$ cat src/rtl/lockdet_pkg.sv
package lockdet_pkg;

  // Phase meter: which decimated edge arrived first and is waiting for its partner
  typedef enum logic [1:0] {
    MS_IDLE     = 2'd0,
    MS_WAIT_FB  = 2'd1,
    MS_WAIT_REF = 2'd2
  } meas_state_t;

endpackage

$ cat src/rtl/ld_edge_decim.sv
module ld_edge_decim #(
  parameter int DECIM = 64
) (
  input  logic clk,
  input  logic rst_n,
  input  logic en_i,
  input  logic sig_i,
  output logic strobe_o
);

  localparam int CW = (DECIM > 2) ? $clog2(DECIM) : 1;
  localparam logic [CW-1:0] LAST = CW'(DECIM - 1);
  localparam logic [CW-1:0] ONE  = CW'(1);

  logic          prev_q;
  logic [CW-1:0] cnt_q, cnt_d;
  logic          rise, hit;

  always_comb begin
    rise  = sig_i & ~prev_q;
    hit   = rise && (cnt_q == LAST);
    cnt_d = cnt_q;
    if (!en_i) begin
      cnt_d = '0;
    end else if (rise) begin
      cnt_d = hit ? '0 : cnt_q + ONE;
    end
  end

  assign strobe_o = en_i & hit;

  always_ff @(posedge clk or negedge rst_n) begin
    if (!rst_n) begin
      prev_q <= 1'b0;
      cnt_q  <= '0;
    end else begin
      prev_q <= sig_i;
      cnt_q  <= cnt_d;
    end
  end

  // a decimated strobe marks one rising edge, so it never repeats back to back
  p_strobe_isolated_r1: assert property (@(posedge clk) disable iff (!rst_n)
    strobe_o |=> !strobe_o);

  // no strobe leaves the decimator while detection is disabled
  p_strobe_needs_en_r5: assert property (@(posedge clk) disable iff (!rst_n)
    !en_i |-> !strobe_o);

endmodule

$ cat src/rtl/ld_phase_meter.sv
module ld_phase_meter
  import lockdet_pkg::*;
#(
  parameter int TW = 8
) (
  input  logic          clk,
  input  logic          rst_n,
  input  logic          en_i,
  input  logic          ref_stb_i,
  input  logic          fb_stb_i,
  input  logic [TW-1:0] thr_unlock_i,
  output logic          vld_o,
  output logic [TW:0]   err_o,
  output logic          tmo_o
);

  localparam logic [TW:0] ONE = (TW + 1)'(1);

  meas_state_t state_q, state_d;
  logic [TW:0] cnt_q, cnt_d;
  logic [TW:0] err_q, err_d;
  logic        vld_q, vld_d;
  logic        tmo_q, tmo_d;
  logic [TW:0] limit;
  logic        partner;

  assign limit   = {thr_unlock_i, 1'b0};
  assign partner = (state_q == MS_WAIT_FB) ? fb_stb_i : ref_stb_i;

  always_comb begin
    state_d = state_q;
    cnt_d   = cnt_q;
    err_d   = err_q;
    tmo_d   = tmo_q;
    vld_d   = 1'b0;
    if (!en_i) begin
      state_d = MS_IDLE;
      cnt_d   = '0;
    end else begin
      case (state_q)
        MS_IDLE: begin
          if (ref_stb_i && fb_stb_i) begin
            vld_d = 1'b1;
            err_d = '0;
            tmo_d = 1'b0;
          end else if (ref_stb_i) begin
            state_d = MS_WAIT_FB;
            cnt_d   = ONE;
          end else if (fb_stb_i) begin
            state_d = MS_WAIT_REF;
            cnt_d   = ONE;
          end
        end
        MS_WAIT_FB, MS_WAIT_REF: begin
          if (partner) begin
            vld_d   = 1'b1;
            err_d   = cnt_q;
            tmo_d   = 1'b0;
            state_d = MS_IDLE;
          end else if (cnt_q >= limit) begin
            vld_d   = 1'b1;
            err_d   = cnt_q;
            tmo_d   = 1'b1;
            state_d = MS_IDLE;
          end else begin
            cnt_d = cnt_q + ONE;
          end
        end
        default: state_d = MS_IDLE;
      endcase
    end
  end

  always_ff @(posedge clk or negedge rst_n) begin
    if (!rst_n) begin
      state_q <= MS_IDLE;
      cnt_q   <= '0;
      err_q   <= '0;
      vld_q   <= 1'b0;
      tmo_q   <= 1'b0;
    end else begin
      state_q <= state_d;
      cnt_q   <= cnt_d;
      err_q   <= err_d;
      vld_q   <= vld_d;
      tmo_q   <= tmo_d;
    end
  end

  assign vld_o = vld_q;
  assign err_o = err_q;
  assign tmo_o = tmo_q;

  // results are single-cycle pulses
  p_result_pulse_r2: assert property (@(posedge clk) disable iff (!rst_n)
    vld_q |=> !vld_q);

  // a paired result never lies outside the waiting window
  p_err_in_window_r2: assert property (@(posedge clk) disable iff (!rst_n)
    (vld_q && !tmo_q) |-> (err_q <= limit));

  // a timed-out wait always grades as larger than the unlock threshold
  p_timeout_is_bad_r6: assert property (@(posedge clk) disable iff (!rst_n)
    (vld_q && tmo_q) |-> (err_q > {1'b0, thr_unlock_i}));

endmodule

$ cat src/rtl/ld_lock_filter.sv
module ld_lock_filter #(
  parameter int TW       = 8,
  parameter int LOCK_RUN = 4
) (
  input  logic          clk,
  input  logic          rst_n,
  input  logic          en_i,
  input  logic          vld_i,
  input  logic [TW:0]   err_i,
  input  logic          tmo_i,
  input  logic [TW-1:0] thr_lock_i,
  input  logic [TW-1:0] thr_unlock_i,
  output logic          lock_o
);

  localparam int RW = $clog2(LOCK_RUN + 1);
  localparam logic [RW-1:0] RUN_MAX = RW'(LOCK_RUN);
  localparam logic [RW-1:0] ONE     = RW'(1);

  logic [RW-1:0] run_q, run_d;
  logic          lock_q, lock_d;
  logic          good, bad;

  assign good = vld_i && !tmo_i && (err_i < {1'b0, thr_lock_i});
  assign bad  = vld_i && (tmo_i || (err_i > {1'b0, thr_unlock_i}));

  always_comb begin
    run_d  = run_q;
    lock_d = lock_q;
    if (!en_i) begin
      run_d  = '0;
      lock_d = 1'b0;
    end else if (vld_i) begin
      if (good) begin
        run_d = (run_q == RUN_MAX) ? run_q : run_q + ONE;
      end else begin
        run_d = '0;
      end
      if (bad) begin
        lock_d = 1'b0;
      end else if (good && (run_d == RUN_MAX)) begin
        lock_d = 1'b1;
      end
    end
  end

  always_ff @(posedge clk or negedge rst_n) begin
    if (!rst_n) begin
      run_q  <= '0;
      lock_q <= 1'b0;
    end else begin
      run_q  <= run_d;
      lock_q <= lock_d;
    end
  end

  assign lock_o = lock_q;

  // the flag can only rise directly after a good result
  p_rise_after_good_r3: assert property (@(posedge clk) disable iff (!rst_n)
    $rose(lock_q) |-> $past(good));

  // a bad result drops the flag on the next cycle
  p_drop_on_bad_r4: assert property (@(posedge clk) disable iff (!rst_n)
    (en_i && bad) |=> !lock_q);

  // disabled detection keeps the flag low
  p_en_forces_low_r5: assert property (@(posedge clk) disable iff (!rst_n)
    !en_i |=> !lock_q);

  // a cycle without a result leaves the flag alone
  p_hold_no_result_r9: assert property (@(posedge clk) disable iff (!rst_n)
    (en_i && !vld_i) |=> $stable(lock_q));

  // a neutral result leaves the flag alone
  p_hold_neutral_r9: assert property (@(posedge clk) disable iff (!rst_n)
    (en_i && vld_i && !good && !bad) |=> $stable(lock_q));

endmodule

$ cat src/rtl/lock_detect_top.sv
module lock_detect_top #(
  parameter int DECIM    = 64,
  parameter int TW       = 8,
  parameter int LOCK_RUN = 4
) (
  input  logic          clk,
  input  logic          rst_n,
  input  logic          ref_div_i,
  input  logic          fb_div_i,
  input  logic [TW-1:0] thr_lock_i,
  input  logic [TW-1:0] thr_unlock_i,
  input  logic          ld_en_i,
  output logic          lock_o
);

  localparam int NSTREAM = 2;

  logic [1:0]         rst_sync_q;
  logic               rst_int_n;
  logic [NSTREAM-1:0] raw_w;
  logic [NSTREAM-1:0] stb_w;
  logic               vld_w;
  logic [TW:0]        err_w;
  logic               tmo_w;

  // asynchronous assertion, synchronous release
  always_ff @(posedge clk or negedge rst_n) begin
    if (!rst_n) begin
      rst_sync_q <= 2'b00;
    end else begin
      rst_sync_q <= {rst_sync_q[0], 1'b1};
    end
  end
  assign rst_int_n = rst_sync_q[1];

  // index 0 is the reference stream, index 1 the feedback stream
  assign raw_w = {fb_div_i, ref_div_i};

  for (genvar gi = 0; gi < NSTREAM; gi++) begin : g_decim
    ld_edge_decim #(.DECIM(DECIM)) u_decim (
      .clk      (clk),
      .rst_n    (rst_int_n),
      .en_i     (ld_en_i),
      .sig_i    (raw_w[gi]),
      .strobe_o (stb_w[gi])
    );
  end

  ld_phase_meter #(.TW(TW)) u_meter (
    .clk          (clk),
    .rst_n        (rst_int_n),
    .en_i         (ld_en_i),
    .ref_stb_i    (stb_w[0]),
    .fb_stb_i     (stb_w[1]),
    .thr_unlock_i (thr_unlock_i),
    .vld_o        (vld_w),
    .err_o        (err_w),
    .tmo_o        (tmo_w)
  );

  ld_lock_filter #(.TW(TW), .LOCK_RUN(LOCK_RUN)) u_filter (
    .clk          (clk),
    .rst_n        (rst_int_n),
    .en_i         (ld_en_i),
    .vld_i        (vld_w),
    .err_i        (err_w),
    .tmo_i        (tmo_w),
    .thr_lock_i   (thr_lock_i),
    .thr_unlock_i (thr_unlock_i),
    .lock_o       (lock_o)
  );

  // no lock indication while the internal reset is held
  p_low_in_reset_r8: assert property (@(posedge clk)
    !rst_int_n |-> !lock_o);

endmodule

$ cat config.mk
export PLATFORM = sky130hd
export DESIGN_NAME = lock_detect_top
export DESIGN_NICKNAME = d
export VERILOG_FILES = /design/src/rtl/lockdet_pkg.sv /design/src/rtl/ld_edge_decim.sv /design/src/rtl/ld_phase_meter.sv /design/src/rtl/ld_lock_filter.sv /design/src/rtl/lock_detect_top.sv
export SDC_FILE = /design/constraint.sdc
export NUM_CORES = 1
export LEC_CHECK = 0
export BUFFER_PORTS_ARGS = -buffer_cell sky130_fd_sc_hd__buf_4
export CORE_MARGIN = 2
export CORE_UTILIZATION = 40
export DETAILED_ROUTE_END_ITERATION = 12
export MAX_ROUTING_LAYER = met4
export PLACE_DENSITY = 0.64
export RECOVER_POWER = 100
export SETUP_SLACK_MARGIN = 0.5
export SYNTH_ARGS = -nofsm -noshare
export SYNTH_HDL_FRONTEND = slang
export SYNTH_SLANG_ARGS = --single-unit
$ cat constraint.sdc
create_clock -name clk -period 1.8 [get_ports clk]
set_input_delay 0.36 -clock clk [delete_from_list [all_inputs] [get_ports clk]]
set_output_delay 0.36 -clock clk [all_outputs]
set_load 0.005 [all_outputs]
==> metrics.yaml, run 1 <==
timing:
  worstMarginPinSlew_ps: 846.2
  rsz0062_at_grt: "true"
  hold_violations: 0
  finalClockSkew_ps: 5.644
  setup_violations: 23
  worst_slack_ps: -407.7
  finalSetupTns_ps: -7254
  min_period_ps: 2208
  finalMaxSlewViolations: 0
  max_freq_ghz: 0.4530
  relSlewSlack_pct: 43.59
  fin_crit_sh_pct: 122.6
synthesis:
  yosys.area.top_type_share_pct: 36.94
  avgSynthCellArea_um2: 9.004
  yosys.area.top_type: "dfrtp_1"
  syn_area_mm2: 0.002845
  async_reset_ff_share_pct: 100.0
  synth_cell_types: 52
  yosys_warnings: 0
  synth-seq-cells: 42
  synthTopCellsByArea: "dfrtp_1, ha_1, nand2_1"
  synth_edf_count: 0
  syn-num-nets: 368
  ys_seq_area_share_pct: 36.94
  synthFlopType: "dfrtp_1"
  synth_cells: 316
routing:
  drcViolationCount: 0
  drtIter0Drc: 142
  vias: 2776
  avgRoutedWirePerCell_um: 15.11
  routed_via_density: 5.258
  drtPass1Iterations: 4
  routed_wl_um: 7978
  final_antenna_net_count: 0
floorplan:
  initial_utilization_pct: 41.65
  rows: 30
  die_h_um: 88.34
  ios: 22
  die-width_um: 88.34
  core-area_mm2: 0.006832
  die_area_mm2: 0.007804
clock_network:
  clock_latency_ps: 300
  ctsHtreeMaxLevel: 2
  clockBufferDepth: 2
  cts-root-buf: "clkbuf_8"
  cts_tree: "built"
  cts_sinks: 42
  clkTransAtPathRegs_ps: 80
  numCtsBuffers: 5
global_routing:
  grt_pass1_wl_um: 12820
  grt_overflow: 0
  antenna_found_initial: 0
  grt.total_usage_pct: 22.00
  grt_pass1_vias: 2798
  grt_max_degree: 22
run_status:
  violations: "negative setup slack"
  run_status: "complete, but fails checks"
layout:
  layout_commonest_cell: "buf_4"
  fin_nets: 483
  layout_common_cells: "buf_4, dfrtp_1, nand2_1, ha_1, inv_1"
  ff_latch_area_mm2: 0.001051
  multi_input_area_mm2: 0.001993
  area_delta_synth_final_pct: 50.66
  fill_cells: 590
  drive_gt1_share_pct: 43.98
  antenna_cells: 0
run:
  drv_cap: 0
min_path:
  hp-start: "fb_div_i"
  hp-class: "input pin to flip-flop"
critical_path:
  reg2reg_slack_ps: -410
  crit_required_ps: 2030
  crit_start: "u_meter.cnt_q[3]"
  critPathCaptureType: "flip-flop"
  crit_arrival_ps: 2440
  criticalPathCategory: "flip-flop to flip-flop"
  startpoint_type: "flip-flop"
  worstPathMaxFanout: 8
  r2r-start: "u_meter.cnt_q[3]"
pwr:
  p_leak_nw: 1.962
  peakVddDrop_mv: 0.4458
  cellPowerDensity_mw_per_mm2: 470.6
  p_total_mw: 2.017
place:
  portBuffers: 21
  dp_hpwl_um: 5559
  gp_congestion: 0.8442
  post-place-ws_ps: -505.3
-- metrics by stage --
step / instances / hold WS [ps] / area [µm²] / utilization [%]
after CTS: 518 / 190.8 / 4090 / 59.87
after detailed placement: 495 / 144.4 / 3690 / 54.01
after floorplan: 316 / 64.41 / 2928 / -
after global routing: 528 / 245.0 / 4287 / 62.75
after global placement: 495 / 143.5 / 3690 / 54.01
final: 528 / 238.0 / 4287 / 62.75
-- worst max-delay path, cell delays in order (launching register included) --
cell	delay, ps
dfrtp_1	410
ha_4	220
a21o_1	170
a21oi_2	210
buf_4	150
o211ai_1	130
nand3_2	160
a31oi_4	150
or3_1	390
a21oi_1	140
-- area by class of cell --
class                      count  share of cell area, %
multi-input combinational    241                  46.50
timing repair buffer         116                  21.42
tap                           96                  2.802
inverter                      25                  2.189
clock buffer                   8                  2.569
sequential                    42                  24.52
-- layer usage --
layer	GRT usage (%)	vias up	share of wire, %
met3	3.731	13	3.0
met1	25.54	1353	42
met4	5.510	0	1.5
met5	-	-	0
li1	-	1363	-
met2	39.44	47	53
-- cell families after synthesis --
kind of cell | count (synthesis) | synth area share, %
fa+ha+maj | 31 | 13.63
mux | 1 | 0.3518
xor+xnor | 6 | 2.111
compound gates | 85 | 19.31
flops | 42 | 36.94
buf+inv | 35 | 5.497
other cells | 1 | 0.1318
simple gates | 115 | 22.03
-- cells in the mapped netlist (2+ instances only) --
master	n
or2_2	2
buf_4	2
o21ai_0	16
nand2b_1	4
nand2_1	37
o21ai_1	6
a21oi_2	2
o21a_1	3
a211oi_1	2
xor2_1	4
o211ai_1	9
inv_1	25
clkbuf_1	4
nand3_1	18
ha_1	31
a21o_1	6
nand4_1	6
or3_1	10
buf_2	2
nand4b_1	2
buf_6	2
a21oi_1	27
dfrtp_1	42
nor2_1	16
a32o_1	5
nor2b_1	4
a31oi_1	2
nand3b_1	2
and2b_1	2
-- report_power, final --
group | internal, mW | switching [mW] | leakage, nW
Sequential | 0.963 | 0.0226 | 0.549
Clock | 0.388 | 0.335 | 0.0575
Combinational | 0.155 | 0.155 | 1.36
-- path summary, 6_finish.rpt --
check	end	cells past startpoint
min in group asynchronous	u_meter.state_q[0]	0
max reg2reg	u_meter.cnt_q[8]	9
min reg2reg	u_meter.state_q[0]	0
max	u_meter.cnt_q[8]	9
min	g_decim[1].u_decim.prev_q	1
max in group asynchronous	u_meter.tmo_o	1
-- flip-flops by register name, indices dropped and copies added, names as in the netlist --
| register | count |
|---|---|
| u_meter.vld_o | 1 |
| rst_sync_q | 2 |
| u_meter.tmo_o | 1 |
| g_decim.u_decim.cnt_q | 12 |
| u_meter.state_q | 2 |
| u_meter.cnt_q | 9 |
| g_decim.u_decim.prev_q | 2 |
| u_meter.err_o | 9 |
| u_filter.run_q | 3 |
| u_filter.lock_o | 1 |
-- timing repair --
action / CTS / global route
gates resized for setup: 39 / 35
pin swaps: 38 / 25
hold buffers: 1 / 0
cloned: 3 / 0
endpoints found under the setup margin: 34 / 34
endpoints found under the hold margin: 2 / 0
setup buffers: 11 / 10
Note: power is estimated with default switching activity, not from simulation.
==> run 2, diff against run 1 <==
CTS_BUF_LIST = sky130_fd_sc_hd__clkbuf_8   (was unset)
TNS_END_PERCENT = 1   (was unset)
==> metrics.yaml, run 2 (synthesis gave the netlist of run 1 again) <==
timing:
  finalClockSkew_ps: 6.024  # +0.3803 ps
  rsz0062_at_grt: "true"
  worst_slack_ps: -390.4  # +17.32 ps
  hold_violations: 0  # unchanged
  finalMaxSlewViolations: 0  # unchanged
  relSlewSlack_pct: 28.68  # -15 points
  min_period_ps: 2190  # -17.32 ps
  fin_crit_sh_pct: 121.7  # -0.96 points
  max_freq_ghz: 0.4565  # +0.79%
  worstMarginPinSlew_ps: 1070  # +223.6 ps
  setup_violations: 26  # +13%
routing:
  drtIter0Drc: 178  # +25%
  wl_met3_um: 220  # -6.8%
  vias: 2687  # -3.2%
  avgRoutedWirePerCell_um: 14.68  # -2.9%
  drtPass1Iterations: 4  # unchanged
  drcViolationCount: 0  # unchanged
  final_antenna_net_count: 0  # unchanged
  highest_layer: "met4"
  routed_via_density: 5.258  # about the same
  wl_met2_um: 4073  # -4.4%
  m1WireLength_um: 3147  # -6.4%
  routed_wl_um: 7501  # -6.0%
global_routing:
  grt_overflow: 0  # unchanged
  grt_pass1_vias: 2725  # -2.6%
  grt_max_degree: 41  # +86%
  grt.total_usage_pct: 21.23  # -0.77 points
  antenna_found_initial: 0  # unchanged
  grt_pass1_wl_um: 12540  # -2.2%
critical_path:
  criticalPathCategory: "flip-flop to flip-flop"
  reg2reg_depth: 8  # -1
  crit_arrival_ps: 2420  # -20 ps
  worstPathMaxFanout: 5  # -3
  startpoint_type: "flip-flop"
  path_buf_inv: 0  # -1
  crit_required_ps: 2030  # about the same
  cp_num_cells: 8  # -1
  path_cells: "ha_2, and4b_2, and4_4, xnor2_4, a21oi_4, a31oi_4, or3_1, a21oi_1"
  crit_family: "simple AND/OR/NAND/NOR gates"
  critPathCaptureType: "flip-flop"
  slowest_stage: "dfrtp_1"
  slowest_delay_ps: 370  # -40 ps
clock_network:
  cts_tree: "built"
  numCtsBuffers: 5  # unchanged
  ctsHtreeMaxLevel: 2  # unchanged
  clock_latency_ps: 300  # about the same
  clockBufferDepth: 2  # unchanged
  cts_sinks: 42  # unchanged
  clkTransAtPathRegs_ps: 80  # about the same
  cts-root-buf: "clkbuf_8"
place:
  dp_hpwl_um: 5431  # -2.3%
  gp_congestion: 0.8762  # +3.8%
  placed_cell_area_mm2: 0.003640  # -1.4%
  portBuffers: 21  # unchanged
layout:
  fill_cells: 650  # +10%
  drive_gt1_share_pct: 36.87  # -7.1 points
  antenna_cells: 0  # unchanged
  multi_input_area_mm2: 0.001903  # -4.5%
  post-route-cell-area_mm2: 0.004044  # -5.7%
  finish.utilization_pct: 59.19  # -3.6 points
  ff_latch_area_mm2: 0.001051  # unchanged
  layout_common_cells: "buf_4, dfrtp_1, nand2_1, ha_1, inv_1"
  fin_nets: 466  # -3.5%
  top_register: "g_decim.u_decim.cnt_q"
  largest_reg_flops: 12  # unchanged
  area_delta_synth_final_pct: 42.13
  layout_commonest_cell: "buf_4"
run:
  drv_cap: 0  # unchanged
floorplan:
  die_h_um: 88.34  # unchanged
  rows: 30  # unchanged
  ios: 22  # unchanged
  die_area_mm2: 0.007804  # unchanged
  die-width_um: 88.34  # unchanged
  core-area_mm2: 0.006832  # unchanged
  initial_utilization_pct: 41.65  # unchanged
pwr:
  swShare_pct: 25.01  # -0.40 points
  pwr-share-clk_pct: 36.7  # +0.9 points
  peakVddDrop_mv: 0.3498  # -22%
  p_comb_share_pct: 15.2  # about the same
  internal_power_mw: 1.524  # +1.3%
  p_total_mw: 2.032  # +0.73%
  p_leak_nw: 1.864  # -5.0%
  seqPwrFrac_pct: 48.1  # -0.7 points
  net-switching-power_mw: 0.5082  # -0.86%
  cellPowerDensity_mw_per_mm2: 502.5  # +6.8%
run_status:
  violations: "negative setup slack"
  run_status: "complete, but fails checks"
min_path:
  holdPathStages: 1  # unchanged
  hp-class: "input pin to flip-flop"
run 2: cell types whose count changed in the layout (fill, tap and decap cells not counted), sizes merged:
cell      change
bufinv        +1
buf          -16
clkbuf        -4
inv           +1
a31oi         +1
and2b         -1
clkinvlp      +1
run 2: per-layer routing:
metal | GRT usage [%] | vias up
met5 | - | -
met1 | 25.07 | 1300
met4 | 5.647 | 0
met2 | 38.55 | 45
li1 | - | 1336
met3 | 2.052 | 6
run 2: through the flow:
step	hold WS [ps]	setup TNS [ps]	worst slack [ps]	std cells
2_1_floorplan	64.41	-4924	-276.6	316
3_3_place_gp	142.7	-7165	-395.5	494
3_5_place_dp	142.9	-8271	-505.3	494
4_1_cts	181.7	-6028	-352.6	511
5_1_grt	190.2	-8440	-473.5	511
6_report	191.4	-6091	-390.4	511
run 2: repair_timing:
action                                  in CTS  in global routing
endpoints found under the setup margin      34                 34
cloned                                       2                  0
gates resized for setup                     34                 21
pin swaps                                   30                 26
hold endpoints to repair                     2                  0
buffers inserted                             6                  0
hold buffers                                 1                  0
run 2: final timing paths:
kind	startpoint	endpoint	slack, ps
max	g_decim[0].u_decim.cnt_q[1]	u_meter.cnt_q[8]	-390
min	ref_div_i	g_decim[0].u_decim.prev_q	190
max reg2reg	g_decim[0].u_decim.cnt_q[1]	u_meter.cnt_q[8]	-390
min reg2reg	rst_sync_q[0]	rst_sync_q[1]	370
max in group asynchronous	rst_sync_q[1]	u_filter.run_q[2]	620
min in group asynchronous	rst_n	rst_sync_q[0]	390
run 2: final cells by class:
type | instances | area share (%)
inverters | 25 | 2.321
flip-flops and latches | 42 | 25.99
repair buffers | 99 | 18.94
multi-input cells | 241 | 47.06
clock buffers | 5 | 1.702
clock inverters | 3 | 1.021
well taps | 96 | 2.970
run 2: power by group through the flow:
| stage | Sequential (mW) | Combinational, mW | Clock (mW) |
|---|---|---|---|
| finish | 0.977 | 0.308 | 0.746 |
| global route | 0.980 | 0.347 | 0.809 |
| CTS | 0.977 | 0.304 | 0.767 |
| detailed placement | 0.995 | 0.283 | 0 |
| global placement | 0.994 | 0.273 | 0 |
| floorplan | 1.01 | 0.128 | 0 |
==> run 3, diff against run 2 <==
CTS_BUF_LIST = unset   (was sky130_fd_sc_hd__clkbuf_8)
==> metrics.yaml, run 3 (synthesis gave the netlist of run 1 again) <==
routing:
  drcViolationCount: 0  # unchanged
  routed_wl_um: 7519  # +0.24%
  drtIter0Drc: 167  # -6.2%
  vias: 2693  # +0.22%
  final_antenna_net_count: 0  # unchanged
  routed_via_density: 5.270  # +0.22%
  drtPass1Iterations: 4  # unchanged
  avgRoutedWirePerCell_um: 14.71  # +0.24%
clock_network:
  clockBufferDepth: 2  # unchanged
  cts_sinks: 42  # unchanged
  clock_latency_ps: 300  # about the same
  ctsHtreeMaxLevel: 2  # unchanged
  cts-root-buf: "clkbuf_8"
  cts_tree: "built"
  numCtsBuffers: 5  # unchanged
  clkTransAtPathRegs_ps: 80  # about the same
global_routing:
  grt_overflow: 0  # unchanged
  grt_pass1_vias: 2728  # +0.11%
  use_met1_pct: 24.90  # -0.18 points
  grtUsageMet3_pct: 2.052  # unchanged
  antenna_found_initial: 0  # unchanged
  grt_max_degree: 41  # unchanged
  use_met2_pct: 38.69  # +0.14 points
  grt.total_usage_pct: 21.21  # about the same
  grt_pass1_wl_um: 12540  # about the same
  grt_busiest_layer: "met2"
place:
  dp_hpwl_um: 5431  # unchanged
  portBuffers: 21  # unchanged
  post-place-ws_ps: -505.3  # unchanged
  gp_congestion: 0.8762  # unchanged
timing:
  worstMarginPinSlew_ps: 1065  # -4.692 ps
  finalClockSkew_ps: 6.415  # +0.3902 ps
  finalMaxSlewViolations: 0  # unchanged
  worst_slack_ps: -403.1  # -12.69 ps
  max_freq_ghz: 0.4539  # -0.58%
  fin_crit_sh_pct: 122.4  # +0.71 points
  setup_violations: 26  # unchanged
  hold_violations: 0  # unchanged
  min_period_ps: 2203  # +12.69 ps
  rsz0062_at_grt: "true"
  relSlewSlack_pct: 28.99  # +0.31 points
critical_path:
  critPathCapture: "u_meter.cnt_q[8]"
  critPathCaptureType: "flip-flop"
  criticalPathCategory: "flip-flop to flip-flop"
  r2r-start: "g_decim[0].u_decim.cnt_q[1]"
  slowest_delay_ps: 370  # about the same
  worstPathMaxFanout: 5  # unchanged
  reg2reg_slack_ps: -400  # about the same
  slowest_stage: "dfrtp_1"
  startpoint_type: "flip-flop"
  crit_required_ps: 2030  # about the same
  timing.rr.end: "u_meter.cnt_q[8]"
  crit_start: "g_decim[0].u_decim.cnt_q[1]"
  path_cells: "ha_2, and4b_2, and4_4, xnor2_4, a21oi_4, a31oi_4, or3_1, a21oi_1"
  crit_arrival_ps: 2430  # about the same
  reg2reg_depth: 8  # unchanged
layout:
  drive_gt1_share_pct: 36.87  # unchanged
  layout_common_cells: "buf_4, dfrtp_1, nand2_1, ha_1, inv_1"
  area_delta_synth_final_pct: 42.13  # unchanged
  finish.utilization_pct: 59.19  # unchanged
  largest_reg_flops: 12  # unchanged
  fin_nets: 466  # unchanged
  antenna_cells: 0  # unchanged
  multi_input_area_mm2: 0.001903  # unchanged
  top_register: "g_decim.u_decim.cnt_q"
  fill_cells: 650  # unchanged
  ff_latch_area_mm2: 0.001051  # unchanged
  layout_commonest_cell: "buf_4"
floorplan:
  die-width_um: 88.34  # unchanged
  die_h_um: 88.34  # unchanged
  ios: 22  # unchanged
  core-area_mm2: 0.006832  # unchanged
  die_area_mm2: 0.007804  # unchanged
  rows: 30  # unchanged
  initial_utilization_pct: 41.65  # unchanged
pwr:
  pwr-share-clk_pct: 37.0  # +0.3 points
  cellPowerDensity_mw_per_mm2: 504.4  # +0.38%
  internal_power_mw: 1.529  # +0.37%
  swShare_pct: 25.02  # about the same
  p_leak_nw: 1.859  # -0.22%
  p_comb_share_pct: 15.1  # about the same
  peakVddDrop_mv: 0.3499  # about the same
  seqPwrFrac_pct: 47.9  # -0.2 points
  net-switching-power_mw: 0.5103  # +0.41%
run_status:
  run_status: "complete, but fails checks"
  violations: "negative setup slack"
min_path:
  hp-class: "input pin to flip-flop"
run:
  drv_cap: 0  # unchanged
[run 3: power groups by stage]
stage	clock network [mW]	logic, mW	registers [mW]
after floorplan	0	0.128	1.01
after global placement	0	0.273	0.994
after detailed placement	0	0.283	0.995
after CTS	0.774	0.304	0.977
after global routing	0.814	0.347	0.980
final	0.754	0.308	0.977
[run 3: layer usage]
metal | routed length (µm) | part of all wire, %
met4 | 60 | 0.80
met5 | 0 | 0
met2 | 4093 | 54
met3 | 215 | 2.9
met1 | 3150 | 42
[run 3: how the worst min path moves through the flow]
stage               startpoint                   endpoint  cells after the start
finish               ref_div_i  g_decim[0].u_decim.prev_q                      1
global route         ref_div_i  g_decim[0].u_decim.prev_q                      1
CTS                  ref_div_i  g_decim[0].u_decim.prev_q                      1
detailed placement       rst_n              rst_sync_q[0]                      1
global placement         rst_n              rst_sync_q[0]                      1
floorplan                rst_n              rst_sync_q[0]                      0
[run 3: final cells by class]
| cell class | instances | area share, % |
|---|---|---|
| Tap cell | 96 | 2.970 |
| Clock inverter | 2 | 0.9282 |
| Clock buffer | 6 | 1.795 |
| Sequential cell | 42 | 25.99 |
| Multi-Input combinational cell | 241 | 47.06 |
| Timing Repair Buffer | 99 | 18.94 |
| Inverter | 25 | 2.321 |
[run 3: what timing repair did]
action                                  4_1_cts  5_1_grt
hold buffers                                  1        0
gates resized for setup                      34       21
setup buffers                                 6        0
endpoints found under the setup margin       34       34
gates cloned                                  2        0
endpoints found under the hold margin         2        0
pin swaps                                    30       26
[run 3: worst max-delay path: cells and delay by family, from the launching register on]
kind	cells	cell delay (ps)
AO/OA/AOI/OAI	3	600
XOR/XNOR	1	80
adder cells (fa/ha/maj)	1	180
flip-flops	1	370
AND/OR/NAND/NOR	3	900
[run 3: per-stage QoR]
| step | std cells | hold slack (ps) | power (mW) | setup TNS [ps] | area (µm²) |
|---|---|---|---|---|---|
| after floorplan | 316 | 64.41 | 1.137 | -4924 | 2899 |
| after global placement | 494 | 142.7 | 1.267 | -7165 | 3640 |
| after detailed placement | 494 | 142.9 | 1.277 | -8271 | 3640 |
| after CTS | 511 | 181.7 | 2.055 | -6019 | 3960 |
| after global routing | 511 | 190.2 | 2.142 | -8412 | 4044 |
| final | 511 | 191.8 | 2.040 | -6153 | 4044 |
